===== src/rtl/ppx_pkg.sv =====
// Shared constants and helpers for the preferred-path output port.
// Assumes NUM_IN >= 2 everywhere it is used.
package ppx_pkg;
    localparam int PPX_FLIT_W = 39;
    localparam int PPX_NUM_IN = 6;

    // Index following idx, wrapping at n.
    function automatic int unsigned ppx_wrap_inc(input int unsigned idx, input int unsigned n);
        return (idx + 1 >= n) ? 0 : idx + 1;
    endfunction
endpackage


===== src/rtl/ppx_rr_arbiter.sv =====
// Round-robin arbiter: grants the first requester at or after the pointer,
// then moves the pointer past the winner. Grants only while en is high.
// Assumes req is stable during the cycle it is sampled.
module ppx_rr_arbiter #(
    parameter int N = 6,
    localparam int IW = $clog2(N)
) (
    input  logic         clk,
    input  logic         rst_n,
    input  logic         en,
    input  logic [N-1:0] req,
    output logic [N-1:0] grant
);
    logic [IW-1:0] ptr_q;
    logic [IW-1:0] ptr_d;
    logic          hit;

    // Search from the pointer for the first request and compute the next pointer.
    always_comb begin
        grant = '0;
        hit   = 1'b0;
        ptr_d = ptr_q;
        for (int k = 0; k < N; k++) begin
            int unsigned idx;
            idx = int'(ptr_q) + k;
            if (idx >= N) idx = idx - N;
            if (en && !hit && req[idx]) begin
                hit        = 1'b1;
                grant[idx] = 1'b1;
                ptr_d      = IW'(ppx_pkg::ppx_wrap_inc(idx, N));
            end
        end
    end

    // Hold the priority pointer.
    always_ff @(posedge clk) begin
        if (!rst_n) ptr_q <= '0;
        else        ptr_q <= ptr_d;
    end
endmodule


===== src/rtl/ppx_pref_cfg.sv =====
// Preferred-input register with staged update. A write is kept pending and
// copied into the active index only on a cycle where the old preferred input
// carries no flit. Out-of-range writes are dropped.
module ppx_pref_cfg #(
    parameter int N          = 6,
    parameter int RESET_PREF = 0,
    localparam int IW = $clog2(N)
) (
    input  logic          clk,
    input  logic          rst_n,
    input  logic          wr_en,
    input  logic [IW-1:0] wr_idx,
    input  logic [N-1:0]  busy,
    output logic [IW-1:0] cur
);
    logic [IW-1:0] pend_q;
    logic          pend_vld_q;
    logic          safe;

    // Old path is idle when its input carries no flit.
    always_comb safe = !busy[cur];

    // Capture legal writes and apply them at a safe point.
    always_ff @(posedge clk) begin
        if (!rst_n) begin
            cur        <= IW'(RESET_PREF);
            pend_q     <= '0;
            pend_vld_q <= 1'b0;
        end else begin
            if (pend_vld_q && safe) begin
                cur        <= pend_q;
                pend_vld_q <= 1'b0;
            end
            if (wr_en && (int'(wr_idx) < N)) begin
                pend_q     <= wr_idx;
                pend_vld_q <= 1'b1;
            end
        end
    end
endmodule


===== src/rtl/ppx_out_stage.sv =====
// One-entry output register for arbitrated flits. Loads a flit on load,
// clears on drain; load and drain in one cycle replace the entry.
module ppx_out_stage #(
    parameter int W = 39
) (
    input  logic         clk,
    input  logic         rst_n,
    input  logic         load,
    input  logic [W-1:0] load_data,
    input  logic         drain,
    output logic         vld,
    output logic [W-1:0] data
);
    // Track occupancy and contents of the stage.
    always_ff @(posedge clk) begin
        if (!rst_n) begin
            vld  <= 1'b0;
            data <= '0;
        end else begin
            if (load) begin
                vld  <= 1'b1;
                data <= load_data;
            end else if (drain) begin
                vld <= 1'b0;
            end
        end
    end
endmodule


===== src/rtl/ppx_output_port.sv =====
// Output port with a preferred pass-through path and an arbitrated registered
// path. Assumes input FIFOs live outside and follow fifo_pop / enq_req, and
// that ds_almost_full is already synchronous to clk.
module ppx_output_port #(
    parameter int NUM_IN     = ppx_pkg::PPX_NUM_IN,
    parameter int FLIT_W     = ppx_pkg::PPX_FLIT_W,
    parameter int RESET_PREF = 0,
    localparam int IW = $clog2(NUM_IN)
) (
    input  logic                     clk,
    input  logic                     rst_n,
    input  logic [NUM_IN*FLIT_W-1:0] in_flit,
    input  logic [NUM_IN-1:0]        in_valid,
    input  logic [NUM_IN*FLIT_W-1:0] fifo_flit,
    input  logic [NUM_IN-1:0]        fifo_nonempty,
    input  logic                     cfg_we,
    input  logic [IW-1:0]            cfg_pref,
    input  logic                     ds_almost_full,
    output logic [FLIT_W-1:0]        out_flit,
    output logic                     out_valid,
    output logic                     out_bypass,
    output logic [NUM_IN-1:0]        fifo_pop,
    output logic [NUM_IN-1:0]        enq_req,
    output logic [IW-1:0]            pref_sel
);
    logic              bypass_go;
    logic              stg_vld;
    logic [FLIT_W-1:0] stg_data;
    logic              stg_drain;
    logic              grant_en;
    logic [NUM_IN-1:0] pref_mask;
    logic [NUM_IN-1:0] arrive_enq;
    logic [NUM_IN-1:0] eligible;
    logic [NUM_IN-1:0] grant;
    logic [FLIT_W-1:0] grant_flit;

    ppx_pref_cfg #(.N(NUM_IN), .RESET_PREF(RESET_PREF)) u_cfg (
        .clk(clk), .rst_n(rst_n), .wr_en(cfg_we), .wr_idx(cfg_pref),
        .busy(in_valid), .cur(pref_sel)
    );

    // Decide pass-through, stage drain and whether a new grant may issue.
    always_comb begin
        bypass_go = in_valid[pref_sel] && !ds_almost_full;
        stg_drain = stg_vld && !bypass_go && !ds_almost_full;
        grant_en  = !ds_almost_full && (!stg_vld || stg_drain);
        pref_mask = NUM_IN'(1) << pref_sel;
    end

    // Arriving flits not sent straight through compete and may need enqueueing.
    always_comb begin
        arrive_enq = in_valid & ~(bypass_go ? pref_mask : '0);
        eligible   = fifo_nonempty | arrive_enq;
    end

    ppx_rr_arbiter #(.N(NUM_IN)) u_arb (
        .clk(clk), .rst_n(rst_n), .en(grant_en), .req(eligible), .grant(grant)
    );

    // Pick the granted flit: FIFO head if present, else the arriving flit.
    always_comb begin
        grant_flit = '0;
        for (int i = 0; i < NUM_IN; i++) begin
            if (grant[i])
                grant_flit = fifo_nonempty[i] ? fifo_flit[i*FLIT_W +: FLIT_W]
                                              : in_flit[i*FLIT_W +: FLIT_W];
        end
    end

    ppx_out_stage #(.W(FLIT_W)) u_stage (
        .clk(clk), .rst_n(rst_n), .load(|grant), .load_data(grant_flit),
        .drain(stg_drain), .vld(stg_vld), .data(stg_data)
    );

    // Drive FIFO controls and the output link.
    always_comb begin
        fifo_pop   = grant & fifo_nonempty;
        enq_req    = arrive_enq & ~(grant & ~fifo_nonempty);
        out_bypass = bypass_go;
        out_valid  = bypass_go || stg_drain;
        out_flit   = bypass_go ? in_flit[pref_sel*FLIT_W +: FLIT_W] : stg_data;
    end
endmodule


===== config.mk =====
export PLATFORM = sky130hd
export DESIGN_NAME = ppx_output_port
export DESIGN_NICKNAME = d
export VERILOG_FILES = /design/src/rtl/ppx_pkg.sv /design/src/rtl/ppx_rr_arbiter.sv /design/src/rtl/ppx_pref_cfg.sv /design/src/rtl/ppx_out_stage.sv /design/src/rtl/ppx_output_port.sv
export SDC_FILE = /design/constraint.sdc
export NUM_CORES = 1
export LEC_CHECK = 0
export BUFFER_PORTS_ARGS = -buffer_cell sky130_fd_sc_hd__buf_2
export CAP_MARGIN = 10
export CORE_AREA = 2 2 211 213
export CTS_CLUSTER_DIAMETER = 100
export DETAILED_ROUTE_END_ITERATION = 8
export DIE_AREA = 0 0 213 215
export GPL_ROUTABILITY_DRIVEN = 0
export REMOVE_ABC_BUFFERS = 1
export SLEW_MARGIN = 20
export SYNTH_ARGS = -nofsm -noshare
export SYNTH_HDL_FRONTEND = slang
export SYNTH_HIERARCHICAL = 1
export SYNTH_SLANG_ARGS = --single-unit

===== constraint.sdc =====
create_clock -name clk -period 6.6 [get_ports clk]
set_clock_uncertainty 0.15 [all_clocks]
set_input_delay 0.33 -clock clk [delete_from_list [all_inputs] [get_ports clk]]
set_output_delay 0.33 -clock clk [all_outputs]
set_load 0.05 [all_outputs]

# --- Word-level counts from Yosys, hierarchy flattened ---
# Cells that the tools add are included.
word_totals:
  inputBits: 487
  elab_cells: 176
  output_inout_bits: 56
  ff_bits: 50
classes:
  mux: 73
  n_mul: 1
  n_bitwise: 13
  n_shift: 2
  add_sub_neg: 17
  n_lt_le_gt_ge: 26
  reduce_logical: 38
op_table:
  columns: ["cell", "count"]
  rows:
  - ["39-bit 2-to-1 mux", 13]
  - ["32-bit by 3-bit greater-or-equal comparator with 1-bit output, second input constant", 11]
  - ["234-bit by 10-bit variable part select with 39-bit output", 1]
  - ["32-bit by 1-bit adder with 32-bit output, second input constant", 6]
  - ["32-bit by 1-bit greater-or-equal comparator with 1-bit output, second input constant", 6]
  - ["32-bit by 4-bit < comparator with 1-bit output, second input constant", 6]
  - ["32-bit 2-to-1 mux", 6]
  - ["32-bit by 3-bit subtractor with 32-bit output, second input constant", 5]
  - ["6-bit 2-to-1 mux", 7]
  - ["3-bit 2-to-1 mux", 12]
  - ["6-bit OR", 6]
  - ["6-bit AND", 4]
  - ["1-bit logical AND", 23]
  - ["1-bit 2-to-1 mux", 22]
  - ["1-bit binary-select mux with 3-bit select", 7]
  - ["1-bit demux with 3-bit select", 6]
  - ["6-bit inverter", 3]
  - ["1-bit zero test", 9]
  - ["3-bit by 6-bit multiplier with 9-bit output, second input constant", 1]
  - ["3-bit by 2-bit adder with 4-bit output, second input constant", 2]
  - ["3-bit by 3-bit adder with 4-bit output, second input constant", 2]
  - ["6-bit nonzero test", 1]
  - ["6-bit OR reduction", 1]
  - ["1-bit by 3-bit << shifter with 6-bit output, first input constant", 1]
  - ["7 further kinds", 9]

# --- Depth between registers and ports, before layout ---
# Gate-level depths: netlist (run 1).
depth:
  word_depth: 37
  depth_mapped: 28
  depth_no_buf: 21

# --- By module ---
# Netlist (run 1), hierarchy kept.
by_module_without_submodules:
  columns: ["module", "cells_each", "area_per_inst_um2", "instances", "seq_area_each_um2"]
  rows:
  - ["ppx_output_port", 811, 6595.1, 1, 0.0]
  - ["ppx_rr_arbiter", 420, 3149.3, 1, 60.1]
  - ["ppx_out_stage", 129, 1555.2, 1, 800.8]
  - ["ppx_pref_cfg", 36, 350.3, 1, 140.1]

# --- Worst setup path after synthesis (run 1) ---
# No wires, ideal clock.
synth_timing:
  kind: "register to register"
  startpoint: "register u_arb.ptr_q[0]"
  endpoint: "register u_stage.data[27]"
  path_stages_with_launch: 29
  slack_ns: 0.546
  t_required_ns: 6.385
  setup_ns: 0.065
  n_path_buf: 8
  period_less_slack_ns: 6.054
  arrival_ns: 5.839
  path_cell_list: "dfxtp_1 -> buf_4 -> buf_6 -> clkbuf_1 -> inv_1 -> clkbuf_1 -> ha_1 -> buf_6 -> clkinv_1 -> ha_1 -> inv_1 -> ha_1 -> inv_1 -> a21oi_1 -> a32oi_1 -> a211oi_2 -> nor4_2 -> a32o_1 -> a311oi_1 -> o22ai_1 -> clkbuf_1 -> or3b_1 -> clkbuf_1 -> buf_2 -> o22ai_1 -> a21oi_1 -> o221ai_1 -> mux2i_1 -> nor2b_1"
synth_between:
  elab_cells_between_ends: 104
  classes_between: "add/sub (11); order compare (18); mux (47); bitwise (5); reduce/logical (23)"
synth_rtl:
  columns: ["element", "line_no", "text"]
  rows:
  - ["start: declaration", "ppx_rr_arbiter.sv:14", "logic [IW-1:0] ptr_q;"]
  - ["start signal: assignment", "ppx_rr_arbiter.sv:38", "else ptr_q <= ptr_d;"]
  - ["parallel branches: the longest is 25 deep, another holds 32-bit by 3-bit subtractor with 32-bit output", null, null]
  - ["6-bit 2-to-1 mux *", "ppx_rr_arbiter.sv:27", "if (en && !hit && req[idx]) begin"]
  - ["named net grant[2]", "ppx_output_port.sv:34", "logic [NUM_IN-1:0] grant;"]
  - ["39-bit 2-to-1 mux * (4 in a row)", "ppx_output_port.sv:64", "if (grant[i])"]
  - ["named net grant_flit[27]", "ppx_output_port.sv:35", "logic [FLIT_W-1:0] grant_flit;"]
  - ["end signal: assignment", "ppx_out_stage.sv:22", "data <= load_data;"]
  - ["end: declaration", "ppx_out_stage.sv:12", "output logic [W-1:0] data"]
# Mark *: on every way through the listed nets, which the timed path passes. The select of a mux whose other input is x is not followed.
# A chain may end at the register's enable or synchronous reset.

# --- Worst setup path after layout (run 1) ---
layout_timing:
  startpoint: "register u_cfg.cur[1]"
  endpoint: "output port fifo_pop[5]"
layout_between:
  elab_chain_cells: 32
  elab_cells_between_ends: 58
  classes_between: "shift (1); mux (26); bitwise (9); reduce/logical (22)"
layout_lines:
  columns: ["element", "line_no", "text"]
  rows:
  - ["start: declaration", "ppx_pref_cfg.sv:14", "output logic [IW-1:0] cur"]
  - ["start signal: assignment", "ppx_pref_cfg.sv:26", "cur <= IW'(RESET_PREF);"]
  - ["start signal: assignment", "ppx_pref_cfg.sv:31", "cur <= pend_q;"]
  - ["1-bit binary-select mux with 3-bit select", "ppx_output_port.sv:44", "bypass_go = in_valid[pref_sel] && !ds_almost_full;"]
  - ["1-bit 2-to-1 mux (not written as such)", "ppx_output_port.sv:44", null]
  - ["1-bit logical AND", "ppx_output_port.sv:44", null]
  - ["6-bit 2-to-1 mux *", "ppx_output_port.sv:52", "arrive_enq = in_valid & ~(bypass_go ? pref_mask : '0);"]
  - ["6-bit inverter *", "ppx_output_port.sv:52", null]
  - ["6-bit AND *", "ppx_output_port.sv:52", null]
  - ["6-bit OR *", "ppx_output_port.sv:53", "eligible = fifo_nonempty | arrive_enq;"]
  - ["named net eligible[3]", "ppx_output_port.sv:33", "logic [NUM_IN-1:0] eligible;"]
  - ["[... 16 more ...]", null, null]
  - ["1-bit zero test", "ppx_rr_arbiter.sv:27", null]
  - ["1-bit logical AND (2 in a row)", "ppx_rr_arbiter.sv:27", null]
  - ["1-bit 2-to-1 mux", "ppx_rr_arbiter.sv:27", null]
  - ["1-bit zero test", "ppx_rr_arbiter.sv:27", null]
  - ["1-bit logical AND (2 in a row)", "ppx_rr_arbiter.sv:27", null]
  - ["6-bit 2-to-1 mux *", "ppx_rr_arbiter.sv:27", null]
  - ["named net grant[5]", "ppx_output_port.sv:34", null]
  - ["6-bit AND *", "ppx_output_port.sv:77", "fifo_pop = grant & fifo_nonempty;"]
  - ["end: declaration", "ppx_output_port.sv:22", "output logic [NUM_IN-1:0] fifo_pop,"]
# The timed path passes the listed nets; every way through them passes the cells marked *. The select of a mux whose other input is x is not followed.

==> metrics.cfg, run 1 <==
[outcome]
status=completed

[clocking]
htree_levels=2
cts_tree=yes
numCtsBuffers=5
cts_resized=0
cts.reportedPaths.clkPinSlew_ns=0.08
cts-hold-fix-buffers=0
clk_latency_ns=0.33
cts_buffer_depth=2
clock-root-buffer=clkbuf_16
cts_setup_buffers=0
cts.sinks=50

[yosys]
synthMuxAreaShare_pct=38.2
synth_edf_count=0
synth_warnings=6
synth_seq_cells=50
syn_area_um2=11600
synth_top_family_by_area=multiplexers
synthCells=1396
syn_avg_cell_area_um2=8.35
yosysUniqueCellTypes=89
synthAdderAreaFrac_pct=6.51
ys.flop_type=dfxtp_1
async_flop_share_pct=0
ys_seq_area_share_pct=8.59
synth_compound_area_share_pct=21.7
post_synth_and_or_nand_nor_area_fraction_pct=15.6
post_synth_xor_area_fraction_pct=1.36

[grt]
grt_start_max_net_pins=81
grt_pass1_vias=14100
gr-total-overflow=0
grt_usage_pct=29.6
grt_pass1_wl_mm=97.5
antenna_found_initial=49

[setup_path]
crit_chain=nand2_1 > o21ai_0 > nand2_1 > mux2i_1 > nor3_1 > a211oi_2 > and2_0 > nand4_1 > o32ai_1 > a211oi_1 > a31oi_4 > buf_4 > and2_1 > buf_2
reg2reg_slack_ns=0.62
cp.required_ns=6.12
critPathMaxStageDelay_ns=0.78
worstRegToRegCells=18
rr_endpoint=u_stage/data[25]
critical_path_arrival_ns=5.68
critPathKind=register to output pin
cp-start-kind=register
cp_max_fo=80
slowest_stage=buf_4
reg2reg_from=u_cfg/cur[1]
worst_setup_path_end_kind=output pin
critPathMostFrequentCell=nand2_1

[floorplan]
initial_core_util_pct=26.7
io_pins=543
dieArea_um2=45800
rows=77
die_y_um=215
die_w_um=213
core-area_um2=43600

[pwr]
irDropWorstVdd_mv=0.186
pwr_density_cell_nw_per_um2=258
p_leak_nw=6.37

[timing]
hold_ws_ns=0.130
min_period_ns=6.16
setup_violations=0
hold_viol=0
clock.fmax_mhz=162
rsz0062_at_grt=false
totalNegativeSetupSlack_ns=0
finalCritPeriodShare_pct=93.3
setup_slack_ns=0.443
slew_headroom_pct=29.3
drv_slew=0
tightest_slew_ns=1.06

[route]
dr.first_iter.drc_count=1896
wl_mm=70.2
ant_nets=0
drc=0
wire_per_inst_um=28.2
via_per_inst=5.82
vias=14500
drtPass1Iterations=7

[flow_run]
maxCapViolCount=0

[finish]
nets=2416
register_area_um2=1010
post-route-util_pct=34.6
drive_gt1_share_pct=44.5
syn2layout_area_growth_pct=29.8
fill_cells=4629
multi_input_area_um2=9810

[worst_hold_path]
hp-class=primary input to register
min-delay-start=cfg_pref[0]
whs_path_depth=3
min_to=u_cfg/pend_q[0]

[place]
hpwl_mm=53.5
placement.io_buffers=542
dp_worst_setup_slack_ns=0.831

## sequential cells by signal (all words and copies together) (netlist names)
name / cells
u_cfg/pend_vld_q: 1
u_cfg/pend_q: 3
u_stage/data: 39
u_arb/ptr_q: 3
u_cfg/cur: 3
u_stage/vld: 1
## cells by family (layout without fill, tap and decap cells)
| logic type | after synthesis | after routing |
|---|---|---|
| flops | 50 | 50 |
| xor+xnor | 13 | 13 |
| simple gates | 326 | 326 |
| mux | 377 | 377 |
| compound gates | 368 | 368 |
| other cells | 2 | 34 |
| fa+ha+maj | 60 | 60 |
| buf+inv | 200 | 667 |
## area by class of cell
| type | count | area share [%] |
|---|---|---|
| antenna | 25 | 0.414 |
| clock buffer | 7 | 0.943 |
| clock inverter | 1 | 0.0331 |
| inverter | 71 | 1.76 |
| multi-input combinational | 1153 | 64.9 |
| sequential | 50 | 6.65 |
| tap | 592 | 4.90 |
| timing repair buffer | 588 | 20.4 |
## worst max-delay path: cells and delay by family (launching register included)
kind / cells / cell delay (ns)
AOI/OAI and AO/OA: 5 / 1.73
buffers and inverters: 2 / 1.04
DFF: 1 / 0.66
muxes: 1 / 0.52
and+or+nand+nor: 6 / 1.29
## layout by cell type, fill, tap and decap left out, types with 8 or more instances in the layout
| cell type | instances |
|---|---|
| buf_2 | 540 |
| mux2i_1 | 214 |
| mux2_2 | 120 |
| a21oi_1 | 106 |
| nor2_1 | 69 |
| inv_1 | 68 |
| ha_1 | 59 |
| dfxtp_1 | 48 |
| nor2b_1 | 47 |
| buf_4 | 46 |
| o211ai_1 | 45 |
| nand2_1 | 44 |
| o22ai_1 | 43 |
| a22oi_1 | 42 |
| mux4_2 | 42 |
| or2_2 | 40 |
| o221ai_1 | 39 |
| diode_2 | 25 |
| nand3_1 | 25 |
| o21ai_0 | 20 |
| nand4_1 | 13 |
| and2_1 | 12 |
| a31oi_1 | 12 |
| nand2b_1 | 12 |
| conb_1 | 9 |
| nor3_1 | 8 |
## where the power goes
group | total, mW | switching (mW) | internal (mW) | leakage, nW
combinational | 3.15 | 2.01 | 1.15 | 5.89
clock | 0.308 | 0.156 | 0.152 | 0.0741
sequential | 0.438 | 0.0494 | 0.388 | 0.408
total | 3.90 | 2.21 | 1.69 | 6.37
## stage by stage
stage / area [µm²] / cells / total power [mW]
4_1_cts: 15100 / 2462 / 3.85
2_1_floorplan: 11000 / 1274 / 2.47
3_5_place_dp: 14900 / 2454 / 3.53
6_report: 15100 / 2487 / 3.90
5_1_grt: 15100 / 2481 / 4.14
3_3_place_gp: 14900 / 2454 / 3.47
## cells in the mapped netlist, drive strengths merged (3+ instances only)
master	n	share of area [%]
o211ai	46	3.0
and3	6	0.32
nor3b	6	0.48
nand3	25	1.1
nor2b	49	2.7
o21ai	22	0.98
or3	3	0.16
xnor2	8	0.92
mux2i	214	18
o22ai	45	2.5
mux4	42	8.1
nand4	13	0.70
a32oi	5	0.38
dfxtp	50	8.6
or2	40	2.1
a31oi	13	0.70
o221ai	39	2.9
a21oi	106	4.6
nand4b	5	0.38
nand2	45	1.5
nor2	69	2.2
nand3b	5	0.32
or4	8	0.55
a22oi	42	2.7
clkbuf	82	2.6
buf	47	3.0
nand2b	14	0.75
and2	13	0.70
xor2	5	0.44
o21a	5	0.32
a211oi	7	0.54
a32o	3	0.26
ha	59	6.3
inv	70	2.3
a221oi	3	0.28
o31ai	4	0.26
mux2	121	12
nor3	9	0.43
nor4	8	0.54
o41ai	3	0.29
## worst max path at each step
| stage | startpoint | to | slack, ns | cells past startpoint |
|---|---|---|---|---|
| after floorplan | u_cfg/cur[0] | u_stage/data[0] | -5.32 | 13 |
| after global placement | u_arb/ptr_q[1] | u_stage/data[7] | 1.04 | 20 |
| after detailed placement | u_arb/ptr_q[1] | u_stage/data[37] | 0.83 | 21 |
| after CTS | u_arb/ptr_q[1] | fifo_pop[5] | 0.63 | 15 |
| after global routing | u_arb/ptr_q[1] | fifo_pop[5] | 0.17 | 15 |
| final | u_cfg/cur[1] | fifo_pop[5] | 0.44 | 14 |
## metal layers
layer / up-vias / wire, µm / global-route usage (%)
met5: - / 182 / 0.431
met4: 26 / 3840 / 17.9
met3: 252 / 9550 / 13.4
met2: 1079 / 29200 / 42.0
met1: 6821 / 27400 / 36.3
li1: 6305 / - / -
No activity file was read; power rests on OpenSTA's default activity.
==> run 2: changes to the inputs <==
- MAX_ROUTING_LAYER: not set -> met4
==> metrics.cfg, run 2 (same netlist as run 1, synthesis figures left out) <==
[floorplan]
rows=77
initial_core_util_pct=26.7
die_w_um=213
core-area_um2=43600
io_pins=543
die_y_um=215
dieArea_um2=45800

[setup_path]
reg2reg_slack_ns=0.64
critPathKind=register to output pin
cp.required_ns=6.12
critical_path_arrival_ns=5.68
slowest_stage=buf_4
worstRegToRegCells=20
cp_max_fo=80
reg2reg_from=u_cfg/cur[2]
cp-start-kind=register
rr_endpoint=u_stage/data[19]
path_delay_family=compound AO/OA/AOI/OAI gates
critPathMaxStageDelay_ns=0.77
worst_setup_path_end_kind=output pin
crit_chain=nor2_1 > nand2_1 > o21ai_0 > nand2_1 > mux2i_1 > mux2i_1 > a211oi_2 > and2_0 > nand4_1 > o32ai_1 > a211oi_1 > a31oi_4 > buf_4 > and2_1 > buf_2
path_buf_inv=2

[route]
wire_per_inst_um=28.0
dr.first_iter.drc_count=2096
ant_nets=0
drtPass1Iterations=6
drc=0
vias=14600
wl_mm=70.2
via_per_inst=5.83

[finish]
final_area_um2=15200
nets=2416
most-common-layout-cells=buf_2 (540), mux2i_1 (214), mux2_2 (120)
multi_input_area_um2=9810
drive_gt1_share_pct=44.5
syn2layout_area_growth_pct=30.1
largest_register=u_stage/data
post-route-util_pct=34.7
register_area_um2=1010
final_common_cell=buf_2
largest_reg_flops=39
fill_cells=4627

[clocking]
clock-root-buffer=clkbuf_16
numCtsBuffers=5
htree_levels=2
clk_latency_ns=0.33
cts_resized=0
cts.sinks=50
cts.reportedPaths.clkPinSlew_ns=0.08
cts_tree=yes
cts_buffer_depth=2
cts_setup_buffers=0
cts-hold-fix-buffers=0

[outcome]
status=completed

[worst_hold_path]
min_to=u_cfg/pend_q[0]
hp-class=primary input to register
min-delay-start=cfg_pref[0]
whs_path_depth=3

[pwr]
total_power_mw=3.91
p_leak_nw=6.37
irDropWorstVdd_mv=0.186
pwr_density_cell_nw_per_um2=258

[place]
dp_worst_setup_slack_ns=0.831
placement.io_buffers=542
place_area_um2=14900
hpwl_mm=53.5

[timing]
clock.fmax_mhz=162
slew_headroom_pct=29.9
rsz0062_at_grt=false
min_period_ns=6.16
setup_slack_ns=0.440
tightest_slew_ns=1.05
setup_violations=0
hold_ws_ns=0.133
finalCritPeriodShare_pct=93.3
hold_viol=0
drv_slew=0

[grt]
gr-total-overflow=0
grt_pass1_vias=14100
grt_start_max_net_pins=81
grt_pass1_wl_mm=97.6
antenna_found_initial=48
grt_usage_pct=30.5

[flow_run]
maxCapViolCount=0

## run 2: cell types whose count changed in the layout (fill, tap and decap cells not counted)
| cell | change |
|---|---|
| diode_2 | +17 |
## run 2: how the worst max path moves through the flow
| stage | slack [ns] | cells past startpoint | from | endpoint |
|---|---|---|---|---|
| final | 0.44 | 15 | u_cfg/cur[2] | fifo_pop[5] |
| after global routing | 0.17 | 15 | u_arb/ptr_q[1] | fifo_pop[5] |
| after CTS | 0.63 | 15 | u_arb/ptr_q[1] | fifo_pop[5] |
| after detailed placement | 0.83 | 21 | u_arb/ptr_q[1] | u_stage/data[37] |
| after global placement | 1.04 | 20 | u_arb/ptr_q[1] | u_stage/data[7] |
| after floorplan | -5.32 | 13 | u_cfg/cur[0] | u_stage/data[0] |
## run 2: metrics by stage
step	std cells	TNS (ns)
after floorplan	1274	-248.13
after global placement	2454	0
after detailed placement	2454	0
after CTS	2462	0
after global routing	2502	0
final	2504	0
## run 2: worst register-to-register path, cell delays in order (launching register included)
cell	delay, ns
dfxtp_1	0.43
nor2_1	0.18
nand2_1	0.06
o21ai_0	0.43
nand2_1	0.21
mux2i_1	0.51
mux2i_1	0.22
a211oi_2	0.54
nand2_2	0.19
nor4_2	0.56
a32o_1	0.29
a311oi_1	0.09
o22ai_4	0.19
buf_4	0.35
nand2b_2	0.28
buf_4	0.42
o22ai_1	0.15
a21oi_1	0.18
o221ai_1	0.16
mux2i_1	0.20
nor2b_1	0.06
## run 2: where the power goes
group / switching [mW] / internal [mW] / total [mW]
clock network: 0.156 / 0.152 / 0.308
registers: 0.0497 / 0.388 / 0.438
logic: 2.01 / 1.15 / 3.16
## run 2: layout make-up
type | instances | share of cell area, %
diodes | 42 | 0.693
clock buffers | 7 | 0.941
clock inverters | 1 | 0.0330
inverters | 71 | 1.76
multi-input cells | 1153 | 64.7
flip-flops and latches | 50 | 6.64
well taps | 592 | 4.89
repair buffers | 588 | 20.4
## run 2: metal layers
layer  global-route usage (%)  routed length, µm
met3                     12.2               9070
met5                        -                  0
met4                     18.3               3260
met1                     37.0              28100
met2                     41.9              29800
==> run 3: changes to the inputs <==
- CORE_AREA: 2 2 211 213 -> 2 2 209 211
- DIE_AREA: 0 0 213 215 -> 0 0 211 213
- SYNTH_HIERARCHICAL: 1 -> not set
==> metrics.cfg, run 3 <==
[outcome]
status=completed

[clocking]
cts_setup_buffers=0
clk_latency_ns=0.31
cts.sinks=50
cts_resized=0
cts_tree=yes
cts_buffer_depth=2
clock-root-buffer=clkbuf_16
numCtsBuffers=5
htree_levels=2
cts.reportedPaths.clkPinSlew_ns=0.08
cts-hold-fix-buffers=0

[yosys]
synth_common_cells=a21oi_1 (185), mux2i_1 (127), mux2_2 (119), nor2_1 (103), clkbuf_1 (99)
yosysMostFrequentCell=a21oi_1
synth_edf_count=0
syn_avg_cell_area_um2=8.10
synth_top_area_share_pct=12.6
async_flop_share_pct=0
yosysTopAreaCell=mux2_2
yosysUniqueCellTypes=90
ys.flop_type=dfxtp_1
synth_seq_cells=50
synth_area_leaders=mux2_2 (13%), mux2i_1 (12%), dfxtp_1 (9.4%), a21oi_1 (8.7%), mux4_2 (8.5%)
synth_warnings=0
synthCells=1312
syn_area_um2=10600
ys_seq_area_share_pct=9.42

[grt]
antenna_found_initial=6
use_met3_pct=3.93
grt_start_max_net_pins=81
grt_pass1_wl_mm=81.3
grtUsageMet2_pct=39.7
use_met1_pct=30.1
grt-busiest-layer=met2
grt_pass1_vias=13500
gr-total-overflow=0
grt_usage_pct=24.6

[finish]
post-route-util_pct=32.7
nets=2285
largest_register=u_stage.data
most-common-layout-cells=buf_2 (538), a21oi_1 (185), mux2i_1 (127)
final_common_cell=buf_2
drive_gt1_share_pct=43.9
stdcell_count=2315
syn2layout_area_growth_pct=31.5
largest_reg_flops=39

[setup_path]
cp.required_ns=6.12
path_buf_inv=4
slowest_stage=dfxtp_1
path_delay_family=simple AND/OR/NAND/NOR gates
cp_max_fo=23
critPathKind=register to output pin
cp-start-kind=register
critPathMaxStageDelay_ns=0.71
critical_path_arrival_ns=5.73
crit_chain=ha_1 > inv_1 > ha_1 > a21boi_1 > xnor2_4 > inv_1 > nor4_1 > nor3_2 > nand4_4 > nor4_1 > a311oi_1 > nand2_2 > buf_12 > a21oi_1 > buf_2
worst_setup_path_end_kind=output pin

[route]
drc=0
ant_nets=0
vias=13400
drtPass1Iterations=5
dr.first_iter.drc_count=1059
wire_per_inst_um=24.5
wl_mm=56.6
via_per_inst=5.78

[pwr]
p_clk_share_pct=7.4
p_seq_share_pct=10.4
switchingPower_mw=2.61
pwr_density_cell_nw_per_um2=327
irDropWorstVdd_mv=0.294
p_leak_nw=6.10
total_power_mw=4.57
switching_share_pct=57.1
cellInternalPower_mw=1.96
power_frac_comb_pct=82.1

[floorplan]
die_w_um=211
io_pins=543
rows=76
dieArea_um2=44900
initial_core_util_pct=24.9
core-area_um2=42700
die_y_um=213

[timing]
tightest_slew_ns=0.942
rsz0062_at_grt=false
slew_headroom_pct=37.2
hold_viol=0
setup_violations=0
drv_slew=0
finalCritPeriodShare_pct=94.1
hold_ws_ns=0.144
min_period_ns=6.21
clock.fmax_mhz=161
setup_slack_ns=0.390

[place]
hpwl_mm=42.2
place_inst=2302
dp_worst_setup_slack_ns=0.896
placement.io_buffers=542

[flow_run]
maxCapViolCount=0

[worst_hold_path]
hp-class=primary input to register

==> run 3: cell count changes in the layout (fill, tap and decap cells not counted), moves of 36 or more <==
| cell | before | now |
|---|---|---|
| or2_2 | 40 | 2 |
| o22a_1 | 1 | 39 |
| o21ai_0 | 20 | 61 |
| a21oi_1 | 106 | 185 |
| a211oi_1 | 5 | 41 |
| o211ai_1 | 45 | 3 |
| mux2i_1 | 214 | 127 |
| o22ai_1 | 43 | 1 |
| o221ai_1 | 39 | 2 |
| inv_1 | 68 | 30 |
| diode_2 | 42 | 4 |
| o221a_1 | 0 | 39 |
==> run 3: power groups by stage <==
stage | combinational [mW] | clock (mW) | sequential, mW
after detailed placement | 3.62 | 0 | 0.480
after CTS | 3.64 | 0.356 | 0.474
after global routing | 4.04 | 0.361 | 0.489
after global placement | 3.56 | 0 | 0.477
after floorplan | 2.48 | 0 | 0.470
final | 3.75 | 0.341 | 0.477
==> run 3: per-layer routing <==
| metal | vias up | routed length (µm) |
|---|---|---|
| li1 | 5987 | - |
| met1 | 6366 | 22900 |
| met2 | 867 | 26600 |
| met3 | 172 | 4300 |
| met4 | 0 | 2810 |
| met5 | - | 0 |
==> run 3: worst paths after layout <==
kind                                 startpoint               end  slack [ns]  depth (start not counted)
worst max-delay path             u_arb.ptr_q[1]        enq_req[3]        0.39                         15
worst min-delay path                cfg_pref[0]   u_cfg.pend_q[0]        0.14                          3
worst max register to register   u_arb.ptr_q[1]  u_stage.data[32]        0.89                         16
worst min register to register  u_cfg.pend_q[0]      u_cfg.cur[0]        0.38                          2
==> run 3: per-stage QoR <==
| stage | setup TNS, ns | area (µm²) |
|---|---|---|
| floorplan | -193.51 | 10100 |
| global placement | 0 | 13800 |
| detailed placement | 0 | 13800 |
| CTS | 0 | 13900 |
| global route | 0 | 14000 |
| finish | 0 | 14000 |
==> run 3: layout make-up <==
cell class	count	area, µm²
sequential	50	1010
tap	546	683
multi-input combinational	1105	9000
clock buffer	7	143
fill	4523	28700
timing repair buffer	567	2970
inverter	35	131
antenna	4	10.0
clock inverter	1	30.0
==> run 3: worst reg2reg max path: stages (launching register included) <==
cell and delay [ns]:
dfxtp_1 0.71, ha_1 0.64, inv_1 0.23, ha_1 0.28, a21boi_1 0.19, xnor2_4 0.22, inv_1 0.12, nor4_1 0.67
nor3_2 0.16, nand4_4 0.26, nor3_1 0.12, a211o_1 0.32, nor3_4 0.24, nand4_1 0.14, or2_2 0.58, buf_16 0.27
o221a_1 0.29
==> run 3: logic make-up after synthesis <==
group / share of synthesized area [%]
and+or+nand+nor: 14.3
AOI/OAI and AO/OA: 31.7
other: 0.0707
muxes: 33.1
adders and majority gates: 4.07
buffers and inverters: 6.38
xor gates and xnor gates: 1.00
DFF: 9.42
